===== src/rtl/dma_xfer_pkg.sv =====
package dma_xfer_pkg;
  localparam int REG_W     = 16;
  localparam int EP_W      = 4;
  localparam int BURST_W   = 2;
  localparam int BEAT_W    = 5;
  localparam int CNTEN_BIT = 15;
  localparam int SHORT_BIT = 14;
  localparam int EP_LSB    = 4;
  localparam int RUN_BIT   = 3;
  localparam int BURST_LSB = 0;

  typedef struct packed {
    logic              cnt_en;
    logic              short_mode;
    logic [EP_W-1:0]   ep;
    logic [BURST_W-1:0] burst;
  } dma_cfg_t;

  // Burst size in bytes for a burst code: 1, 4, 8, 16
  function automatic logic [BEAT_W-1:0] burst_bytes(input logic [BURST_W-1:0] code);
    logic [BEAT_W-1:0] n;
    case (code)
      2'd0:    n = BEAT_W'(1);
      2'd1:    n = BEAT_W'(4);
      2'd2:    n = BEAT_W'(8);
      default: n = BEAT_W'(16);
    endcase
    return n;
  endfunction

  function automatic dma_cfg_t unpack_cfg(input logic [REG_W-1:0] w);
    dma_cfg_t c;
    c.cnt_en     = w[CNTEN_BIT];
    c.short_mode = w[SHORT_BIT];
    c.ep         = w[EP_LSB +: EP_W];
    c.burst      = w[BURST_LSB +: BURST_W];
    return c;
  endfunction

  function automatic logic [REG_W-1:0] pack_cfg(input dma_cfg_t c, input logic run);
    logic [REG_W-1:0] w;
    w = '0;
    w[CNTEN_BIT]              = c.cnt_en;
    w[SHORT_BIT]              = c.short_mode;
    w[EP_LSB +: EP_W]         = c.ep;
    w[RUN_BIT]                = run;
    w[BURST_LSB +: BURST_W]   = c.burst;
    return w;
  endfunction
endpackage


===== src/rtl/dma_cfg_regs.sv =====
module dma_cfg_regs
  import dma_xfer_pkg::*;
#(
  parameter int CNT_W = 16
) (
  input  logic                clk,
  input  logic                rst_n,
  input  logic                cfg_wr,
  input  logic                cnt_wr,
  input  logic [REG_W-1:0]    wdata,
  output dma_cfg_t            cfg,
  output logic [CNT_W-1:0]    prog_cnt
);
  always_ff @(posedge clk or negedge rst_n) begin
    if (!rst_n) begin
      cfg      <= '0;
      prog_cnt <= '0;
    end else begin
      if (cfg_wr) cfg      <= unpack_cfg(wdata);
      if (cnt_wr) prog_cnt <= wdata[CNT_W-1:0];
    end
  end
endmodule


===== src/rtl/dma_byte_counter.sv =====
module dma_byte_counter #(
  parameter int CNT_W = 16
) (
  input  logic             clk,
  input  logic             rst_n,
  input  logic             load,
  input  logic [CNT_W-1:0] load_val,
  input  logic             dec,
  output logic [CNT_W-1:0] remaining,
  output logic             is_zero
);
  assign is_zero = (remaining == '0);

  always_ff @(posedge clk or negedge rst_n) begin
    if (!rst_n)                remaining <= '0;
    else if (load)             remaining <= load_val;
    else if (dec && !is_zero)  remaining <= remaining - 1'b1;
  end
endmodule


===== src/rtl/dma_burst_pacer.sv =====
module dma_burst_pacer
  import dma_xfer_pkg::*;
#(
  parameter int CNT_W = 16
) (
  input  logic                clk,
  input  logic                rst_n,
  input  logic                run,
  input  logic                halt,
  input  logic                cnt_en,
  input  logic [BURST_W-1:0]  burst_code,
  input  logic [CNT_W-1:0]    remaining,
  input  logic                byte_strobe,
  output logic                req,
  output logic                burst_start,
  output logic                burst_last
);
  logic [BEAT_W-1:0] beats_left;
  logic [BEAT_W-1:0] blen;
  logic              room;

  assign blen        = burst_bytes(burst_code);
  assign room        = !cnt_en || (remaining >= CNT_W'(blen));
  assign burst_start = run && !halt && !req && room;
  assign burst_last  = req && byte_strobe && (beats_left == BEAT_W'(1));

  always_ff @(posedge clk or negedge rst_n) begin
    if (!rst_n) begin
      req        <= 1'b0;
      beats_left <= '0;
    end else if (halt || !run) begin
      req        <= 1'b0;
      beats_left <= '0;
    end else if (burst_start) begin
      req        <= 1'b1;
      beats_left <= blen;
    end else if (req && byte_strobe) begin
      beats_left <= beats_left - 1'b1;
      if (burst_last) req <= 1'b0;
    end
  end
endmodule


===== src/rtl/dma_xfer_ctrl.sv =====
module dma_xfer_ctrl
  import dma_xfer_pkg::*;
#(
  parameter int CNT_W = 16
) (
  input  logic             clk,
  input  logic             rst_n,
  input  logic             bus_reset,
  input  logic             reg_wr,
  input  logic             reg_sel,
  input  logic [15:0]      reg_wdata,
  output logic [15:0]      reg_rdata,
  input  logic             byte_strobe,
  input  logic             short_pkt,
  output logic             dma_req,
  output logic             dma_eot
);
  dma_cfg_t         cfg;
  logic [CNT_W-1:0] prog_cnt;
  logic [CNT_W-1:0] remaining;
  logic             cnt_zero;
  logic             cfg_wr, cnt_wr, run_load;
  logic             run_q, eot_q;
  logic             eot_cond, eot_fire, halt;
  logic             burst_start, burst_last;

  assign cfg_wr   = reg_wr && !reg_sel;
  assign cnt_wr   = reg_wr && reg_sel;
  assign run_load = cfg_wr && reg_wdata[RUN_BIT] && !bus_reset;

  // termination event seen this cycle, before write/reset priority
  assign eot_cond = run_q && ((cfg.cnt_en && cnt_zero) || (cfg.short_mode && short_pkt));
  assign eot_fire = eot_cond && !bus_reset && !cfg_wr;
  assign halt     = bus_reset || cfg_wr || eot_cond;

  dma_cfg_regs #(.CNT_W(CNT_W)) u_regs (
    .clk      (clk),
    .rst_n    (rst_n),
    .cfg_wr   (cfg_wr),
    .cnt_wr   (cnt_wr),
    .wdata    (reg_wdata),
    .cfg      (cfg),
    .prog_cnt (prog_cnt)
  );

  dma_byte_counter #(.CNT_W(CNT_W)) u_cnt (
    .clk       (clk),
    .rst_n     (rst_n),
    .load      (run_load),
    .load_val  (prog_cnt),
    .dec       (run_q && byte_strobe),
    .remaining (remaining),
    .is_zero   (cnt_zero)
  );

  dma_burst_pacer #(.CNT_W(CNT_W)) u_pace (
    .clk         (clk),
    .rst_n       (rst_n),
    .run         (run_q),
    .halt        (halt),
    .cnt_en      (cfg.cnt_en),
    .burst_code  (cfg.burst),
    .remaining   (remaining),
    .byte_strobe (byte_strobe),
    .req         (dma_req),
    .burst_start (burst_start),
    .burst_last  (burst_last)
  );

  always_ff @(posedge clk or negedge rst_n) begin
    if (!rst_n) begin
      run_q <= 1'b0;
      eot_q <= 1'b0;
    end else begin
      eot_q <= eot_fire;
      if (bus_reset)     run_q <= 1'b0;
      else if (cfg_wr)   run_q <= reg_wdata[RUN_BIT];
      else if (eot_fire) run_q <= 1'b0;
    end
  end

  assign dma_eot   = eot_q;
  assign reg_rdata = reg_sel ? REG_W'(remaining) : pack_cfg(cfg, run_q);
endmodule


===== config.mk =====
export PLATFORM = sky130hd
export DESIGN_NAME = dma_xfer_ctrl
export DESIGN_NICKNAME = d
export VERILOG_FILES = /design/src/rtl/dma_xfer_pkg.sv /design/src/rtl/dma_cfg_regs.sv /design/src/rtl/dma_byte_counter.sv /design/src/rtl/dma_burst_pacer.sv /design/src/rtl/dma_xfer_ctrl.sv
export SDC_FILE = /design/constraint.sdc
export NUM_CORES = 1
export LEC_CHECK = 0
export CAP_MARGIN = 30
export CORE_AREA = 2 2 67 69
export DETAILED_ROUTE_END_ITERATION = 10
export DIE_AREA = 0 0 69 71
export DONT_BUFFER_PORTS = 1
export GPL_ROUTABILITY_DRIVEN = 0
export GPL_TIMING_DRIVEN = 0
export PLACE_DENSITY = 0.79
export SLEW_MARGIN = 20
export SYNTH_ARGS = -nofsm -noshare
export SYNTH_HDL_FRONTEND = slang
export SYNTH_SLANG_ARGS = --single-unit

===== constraint.sdc =====
create_clock -name clk -period 3.05 [get_ports clk]
set_clock_uncertainty 0.1 [all_clocks]
set_input_delay 0.915 -clock clk [delete_from_list [all_inputs] [get_ports clk]]
set_output_delay 0.915 -clock clk [all_outputs]
set_load 0.02 [all_outputs]

### Yosys cells after proc, flatten, opt, wreduce, memory -nomap -nowiden

Index checks and enable logic that the tools add are counted.

* bits in registers: 48
* bits of input ports: 23

* $add $sub $neg: 2
* $lt $le $gt $ge: 1
* equality and inequality tests: 3
* multiplexer cells: 14
* reduce and logical (&&, ||, !) cells: 36

Operators by type and width (count)
* $mux 16: 3
* $ge 16x5->1: 1
* $logic_and 1x1->1: 16
* $logic_not 16->1: 1
* $sub 16x1->16 const B: 1
* $mux 5: 3
* $pmux 5 s3: 1
* $reduce_bool 3->1: 3
* $logic_not 1->1: 8
* $mux 1: 7
* $eq 5x1->1 const B: 1
* $logic_or 1x1->1: 5
* $sub 5x1->5 const B: 1
* $eq 2x1->1 const B: 1
* $eq 2x2->1 const B: 1
* $logic_not 2->1: 1
* $reduce_and 2->1: 1
* $reduce_bool 2->1: 1

### Longest topological paths before layout

Gate-level depths: netlist of the first run.

* depth after elaboration: 11
* gate-level depth with buffers: 8

### Cells and area by module

From an unflattened synthesis of the first run, not the netlist that was laid out.

* cell total of the unflattened synthesis: 274
* area total of the unflattened synthesis: 2909.0 um^2

By module, submodules not included
* dma_byte_counter: instances 1, cells each 124, area an instance 1046.0 um^2, seq. area each 400.4 um^2
* dma_cfg_regs: instances 1, cells each 51, area an instance 944.7 um^2, seq. area each 600.6 um^2
* dma_burst_pacer: instances 1, cells each 68, area an instance 593.1 um^2, seq. area each 150.1 um^2
* dma_xfer_ctrl: instances 1, cells each 31, area an instance 325.3 um^2, seq. area each 50.0 um^2

### Least setup slack after synthesis of the first run

No wires, ideal clock.

* path kind: input to output
* from: input port reg_sel
* to: output port reg_rdata[0]
* arrival time: 1726 ps
* required time: 2035 ps
* path slack: 309 ps
* cell stages on the path: 3
* buffers on the path: 2
* cells stage by stage: buf_4 > clkbuf_1 > o21ai_0

* cells in the longest elaborated chain, start to end: 1

Ends and longest elaborated chain
* start, declared: line dma_xfer_ctrl.sv:10 `input logic reg_sel,`
* $mux 16: line dma_xfer_ctrl.sv:83 `assign reg_rdata = reg_sel ? REG_W'(remaining) : pack_cfg(cfg, run_q);`
* end, declared: line dma_xfer_ctrl.sv:12 `output logic [15:0] reg_rdata,`

No other way between the ends.

### Final worst setup path of the first run

Same ends and word-level chain as after synthesis.

==> results.rst, run 1 <==
.. list-table::
   :header-rows: 1

   * - Metric
     - Value
   * - Result of the run
     - finished clean
   * - Cell Count, Final, Fillers Out
     - 311
   * - Clock Path Buffers
     - 2
   * - Post-route minimum period
     - 2950 ps
   * - Gate Count Post-Synth
     - 252
   * - Die Y
     - 71 um
   * - Slowest library cell on the worst path
     - o21ai_0
   * - Transition time of the tightest slew-check pin
     - 668 ps
   * - Area of the core
     - 4200 um^2
   * - Synthesized-area fraction occupied by adder cells
     - 3.80%
   * - Xor and xnor fraction of the mapped netlist area
     - 5.32%
   * - Bufs and invs on worst path
     - 2
   * - Wire length on met1
     - 2440 um
   * - Detailed-route wire length
     - 5380 um
   * - Post-CTS setup buffer count
     - 0
   * - Fraction of the core area covered by cells at the end of the flow
     - 66.1%
   * - Core Rows
     - 24
   * - Netlist area before placement
     - 2630 um^2
   * - Total Power
     - 0.00177 W
   * - Initial cell density of the core
     - 62.6%
   * - Syn nets
     - 283
   * - Number of DRC violations after detailed-routing iteration 0
     - 171
   * - Dominant combinational cell family by area after synthesis
     - simple AND/OR/NAND/NOR gates
   * - Static Leakage
     - 1.15 nW
   * - Maximum number of pins on one net before global-route repair
     - 49
   * - Number of max-cap violations
     - 0
   * - Sum Neg Setup Slack
     - 0 ps
   * - Area Growth Syn to Fin
     - 5.56%
   * - Worst max-slew margin expressed relative to the limit
     - 55.0%
   * - Primary flip-flop cell chosen by synthesis mapping
     - dfrtp_1
   * - Compound-Gate Fraction of Synth Area
     - 9.79%
   * - Net count reported at finish
     - 290
   * - Detailed-routing iteration count for the pre-antenna-repair pass
     - 4
   * - Detailed route wirelength on metal3
     - 281 um
   * - Clock-pin slew on the worst setup and hold paths
     - 80 ps
   * - Multiplexer fraction of the synthesized cell area
     - 13.3%
   * - Largest vdd supply drop
     - 0.423 mV
   * - Wirelength per Cell
     - 17.3 um
   * - Sum of met2 wire segment lengths after detailed routing
     - 2570 um
   * - Critical path data arrival time
     - 1930 ps
   * - Global-route usage over all layers
     - 23.3%
   * - Syn. warnings
     - 0
   * - Remaining antenna violation count after routing
     - 0
   * - Final global-route overflow total
     - 0
   * - Count of buffers inserted at the top-level ports
     - 0
   * - Clock network latency to the later pin of the worst-skew pair
     - 310 ps
   * - Number of diodes added for antenna fixing
     - 0
   * - Number of distinct standard cells referenced by the synthesized netlist
     - 48
   * - CTS tree
     - built
   * - Type of the most critical hold path
     - primary input to async pin
   * - Number of antenna violations at the first check in global routing
     - 0
   * - Count of cells resized by post-cts repair
     - 0
   * - Worst Hold Margin
     - 193 ps
   * - Simple-gate share of the synthesized area
     - 19.3%
   * - Half-perimeter wire length after detailed placement
     - 3850 um
   * - Setup CP Type
     - primary input to output port
   * - Critical Path End Type
     - output port
   * - Buffer cell driving the clock tree root
     - clkbuf_8
   * - Critical path peak fanout
     - 10
   * - Routed vias
     - 1896
   * - Highest clock frequency the design can meet
     - 339 MHz
   * - RSZ-0062 raised after global routing
     - false
   * - Start point of the critical path
     - reg_sel
   * - Setup crit start kind
     - primary input
   * - Power per cell area
     - 638 nW/um^2
   * - Number of flops mapped to enable cells by yosys
     - 0
   * - Number of placed cells counting well taps
     - 304
   * - Routed via count divided by cell count
     - 6.10
   * - Share of final-layout standard cells stronger than drive strength 1
     - 19.3%
   * - DRC violation count after routing
     - 0
   * - Sequential area share after synthesis
     - 45.6%
   * - Syn_area_per_cell
     - 10.5 um^2
   * - First-pass GRT wire length
     - 8930 um
   * - Count of endpoints failing setup in the final report
     - 0
   * - Sinks on the clock net
     - 48
   * - Max Slew Vio Count
     - 0
   * - Most used cells in the layout excluding fill and tap cells
     - 48 x dfrtp_1, 31 x mux2_2, 26 x nand2_1
   * - Highest metal layer with signal wires
     - met4
   * - H-tree depth
     - 2
   * - Total die area
     - 4900 um^2
   * - Number of hold violations in the final report
     - 0
   * - Final worst-path cycle share
     - 96.6%
   * - Proportion of synthesized flip-flops having asynchronous set or reset
     - 100%
   * - Hold_buf cts
     - 0
   * - Dominant delay contributor by cell family on the critical path
     - compound AO/OA/AOI/OAI gates
   * - Boundary Pins
     - 41
   * - Number of synthesized register bits
     - 48
   * - Stage delay of the slowest cell on the critical path
     - 600 ps
   * - Cts bufs inserted
     - 5
   * - Filler cell count in the final layout
     - 343
   * - Via count of the first global-routing pass
     - 1872
   * - Die width
     - 69 um
   * - Worst path required time
     - 2030 ps
   * - Most common cell after layout, fill and taps aside
     - dfrtp_1
   * - RR Startpoint
     - u_regs.cfg[1]
   * - Critical-path cell list
     - buf_4 > clkbuf_1 > o21ai_0
## per-layer routing
layer  track usage, %  vias up
li1                 -      914
met1             30.3      928
met2             37.7       45
met3             5.70        9
met4             9.59        0
met5                0        -
## cells in the mapped netlist (all sizes together) (6+ instances only)
master / instances / area [um^2]
nand3: 12 / 60.1
ha: 8 / 100
mux2: 31 / 349
inv: 6 / 22.5
and2: 8 / 50.1
dfrtp: 48 / 1200
nand2: 26 / 97.6
xor2: 15 / 131
clkbuf: 7 / 26.3
o21ai: 19 / 98.9
nor3: 8 / 62.6
a21oi: 8 / 40.0
nor2: 10 / 37.5
## state kept, by name, summed over array words and instances, names as in the netlist
register	count
u_regs.cfg	8
u_cnt.remaining	16
u_pace.beats_left	5
u_pace.req	1
run_q	1
u_regs.prog_cnt	16
dma_eot	1
## power breakdown
| part | internal [W] | total (W) | switching (W) |
|---|---|---|---|
| clock network | 0.000155 | 0.000363 | 0.000208 |
| logic | 0.000227 | 0.000521 | 0.000294 |
| registers | 0.000757 | 0.000888 | 0.000132 |
| total | 0.00114 | 0.00177 | 0.000633 |
## path summary, 6_finish.rpt
kind	endpoint	slack, ps	depth (start not counted)
max	reg_rdata[0]	100	3
min	u_regs.prog_cnt[9]	190	0
max reg2reg	u_pace.beats_left[3]	730	7
min reg2reg	u_cnt.remaining[8]	380	2
max in group asynchronous	u_cnt.remaining[12]	2540	0
min in group clk	u_cnt.remaining[8]	380	2
## layout make-up
class                   instances  area [um^2]  share of cell area, %
flip-flops and latches         48         1200                   43.2
clock inverters                 2         12.5                  0.450
clock buffers                   5         68.8                   2.48
inverters                       6         22.5                  0.810
multi-input cells             187         1360                   48.8
plain buffers                  11         53.8                   1.94
well taps                      52         65.1                   2.34
## metrics by stage
stage               cell area [um^2]  setup slack (ps)
CTS                             2780               100
finish                          2780               104
global placement                2700               112
floorplan                       2630               309
global route                    2780              41.9
detailed placement              2700              97.5
## cells by family after synthesis
logic type / count (synthesis)
and+or+nand+nor: 91
DFF: 48
AOI/OAI and AO/OA: 41
muxes: 31
buffers and inverters: 17
xor gates and xnor gates: 16
adders and majority gates: 8
Power figures use the tool's default switching activity.
==> inputs of run 2 (changes only) <==
==> constraint.sdc (replaced) <==
create_clock -name clk -period 3.05 [get_ports clk]
set_clock_uncertainty 0.1 [all_clocks]
set_input_delay 0 -clock clk [delete_from_list [all_inputs] [get_ports clk]]
set_output_delay 0 -clock clk [all_outputs]
set_load 0.02 [all_outputs]
==> results.rst, run 2 (synthesis results as in run 1) <==
.. list-table::
   :header-rows: 1

   * - Metric
     - Value
   * - Highest clock frequency the design can meet
     - 430 MHz
   * - Clock-pin slew on the worst setup and hold paths
     - 80 ps
   * - Worst reg-to-reg setup slack
     - 730 ps
   * - Number of max-cap violations
     - 0
   * - Worst slack, placed
     - 772 ps
   * - Most used cells in the layout excluding fill and tap cells
     - 48 x dfrtp_1, 31 x mux2_2, 26 x nand2_1
   * - Worst max-slew margin expressed relative to the limit
     - 55.0%
   * - Registers with the most flip-flops
     - u_cnt.remaining (16), u_regs.prog_cnt (16), u_regs.cfg (8)
   * - Result of the run
     - finished clean
   * - Cts bufs inserted
     - 5
   * - Buffer cell driving the clock tree root
     - clkbuf_8
   * - Most common cell after layout, fill and taps aside
     - dfrtp_1
   * - Bufs and invs on worst path
     - 0
   * - Area of the core
     - 4200 um^2
   * - DRC violation count after routing
     - 0
   * - Area Growth Syn to Fin
     - 14.2%
   * - Clock Path Buffers
     - 2
   * - Detailed-routing iteration count for the pre-antenna-repair pass
     - 4
   * - Die Y
     - 71 um
   * - Sum Neg Setup Slack
     - 0 ps
   * - Worst path required time
     - 3140 ps
   * - Core Rows
     - 24
   * - Routed via count divided by cell count
     - 5.93
   * - Remaining antenna violation count after routing
     - 0
   * - Internal Power
     - 0.00116 W
   * - Slowest library cell on the worst path
     - or4b_1
   * - Critical Path End Type
     - flip-flop
   * - Type of the most critical hold path
     - primary input to flip-flop
   * - Number of antenna violations at the first check in global routing
     - 0
   * - Critical-path cell list
     - nand2_1 > ha_1 > or4b_1 > a211oi_1 > nand3_1 > a41oi_1 > a21oi_1
   * - Critical path data arrival time
     - 2410 ps
   * - Static Leakage
     - 1.25 nW
   * - Routed vias
     - 1969
   * - Sum of met2 wire segment lengths after detailed routing
     - 2730 um
   * - Sw Share
     - 36.0%
   * - Stage delay of the slowest cell on the critical path
     - 550 ps
   * - H-tree depth
     - 2
   * - Wire length on met1
     - 2480 um
   * - Post-route minimum period
     - 2320 ps
   * - RSZ-0062 raised after global routing
     - false
   * - Wirelength per Cell
     - 16.9 um
   * - Total Power
     - 0.00181 W
   * - Worst Hold Margin
     - 7.36 ps
   * - Power per cell area
     - 602 nW/um^2
   * - Dominant delay contributor by cell family on the critical path
     - simple AND/OR/NAND/NOR gates
   * - Total die area
     - 4900 um^2
   * - Net switching power
     - 0.000651 W
   * - Detailed route wirelength on metal3
     - 285 um
   * - Max Slew Vio Count
     - 0
   * - Share of final-layout standard cells stronger than drive strength 1
     - 18.2%
   * - Count of buffers inserted at the top-level ports
     - 0
   * - Post-CTS setup buffer count
     - 0
   * - Critical path peak fanout
     - 7
   * - Boundary Pins
     - 41
   * - Sinks on the clock net
     - 48
   * - Clock network latency to the later pin of the worst-skew pair
     - 300 ps
   * - Maximum number of pins on one net before global-route repair
     - 49
   * - Count of endpoints failing setup in the final report
     - 0
   * - Initial cell density of the core
     - 62.6%
   * - Via count of the first global-routing pass
     - 1982
   * - Net count reported at finish
     - 311
   * - Detailed-route wire length
     - 5610 um
   * - Setup crit start kind
     - flip-flop
   * - Number of DRC violations after detailed-routing iteration 0
     - 139
   * - Share of total power in sequential cells
     - 49.1%
   * - CTS tree
     - built
   * - Highest metal layer with signal wires
     - met4
   * - Number of diodes added for antenna fixing
     - 0
   * - Min setup slack post-route
     - 726 ps
   * - Half-perimeter wire length after detailed placement
     - 3850 um
   * - Setup CP Type
     - flip-flop to flip-flop
   * - Largest vdd supply drop
     - 0.436 mV
   * - Portion of total power attributed to the clock network
     - 19.9%
   * - Comb power frac
     - 31.0%
   * - Transition time of the tightest slew-check pin
     - 667 ps
   * - Final global-route overflow total
     - 0
   * - First-pass GRT wire length
     - 9480 um
   * - Number of hold violations in the final report
     - 0
   * - Die width
     - 69 um
   * - Global-route usage over all layers
     - 24.7%
   * - Final worst-path cycle share
     - 76.2%
[run 2: cell count changes in the layout (fill, tap and decap cells not counted), sizes merged]
cell	change
buf	+1
dlygate4sd3	+20
[run 2: metrics by stage]
step | cells | util (%) | cell area [um^2]
finish | 332 | 71.5 | 3010
global route | 332 | 71.5 | 3010
CTS | 332 | 71.5 | 3010
detailed placement | 304 | 64.2 | 2700
global placement | 304 | 64.2 | 2700
floorplan | 252 | - | 2630
[run 2: final timing paths]
kind	from	cells after the start	end
worst max-delay path	u_regs.cfg[1]	7	u_pace.beats_left[3]
worst min-delay path	bus_reset	3	u_cnt.remaining[1]
worst max register to register	u_regs.cfg[1]	7	u_pace.beats_left[3]
worst min register to register	u_regs.prog_cnt[8]	2	u_cnt.remaining[8]
max in group asynchronous	rst_n	2	dma_eot
min in group asynchronous	rst_n	2	u_regs.prog_cnt[9]
[run 2: layer usage]
layer,vias to the layer above,global-route usage [%]
met5,-,0
met4,0,10.2
met3,11,4.99
met2,63,40.6
met1,939,32.2
li1,956,-
[run 2: worst register-to-register path, stage by stage, from the launching register on]
cell	delay, ps
dfrtp_1	470
nand2_1	140
ha_1	200
or4b_1	550
a211oi_1	230
nand3_1	190
a41oi_1	260
a21oi_1	80
[run 2: what timing repair did]
action	4_1_cts	5_1_grt
gates resized for setup	0	0
endpoints found under the hold margin	79	0
hold buffers	21	0
[run 2: final cells by class]
cell class	instances	area, um^2
Buffer	11	53.8
Clock buffer	5	68.8
Clock inverter	2	12.5
Fill cell	323	1200
Inverter	6	22.5
Multi-Input combinational cell	187	1360
Sequential cell	48	1200
Tap cell	52	65.1
Timing Repair Buffer	21	228
[run 2: power groups by stage]
stage	sequential (W)	clock (W)	combinational, W
2_1_floorplan	0.000857	0	0.000445
3_3_place_gp	0.000891	0	0.000500
3_5_place_dp	0.000897	0	0.000519
4_1_cts	0.000885	0.000375	0.000562
5_1_grt	0.000908	0.000390	0.000614
6_report	0.000889	0.000360	0.000561
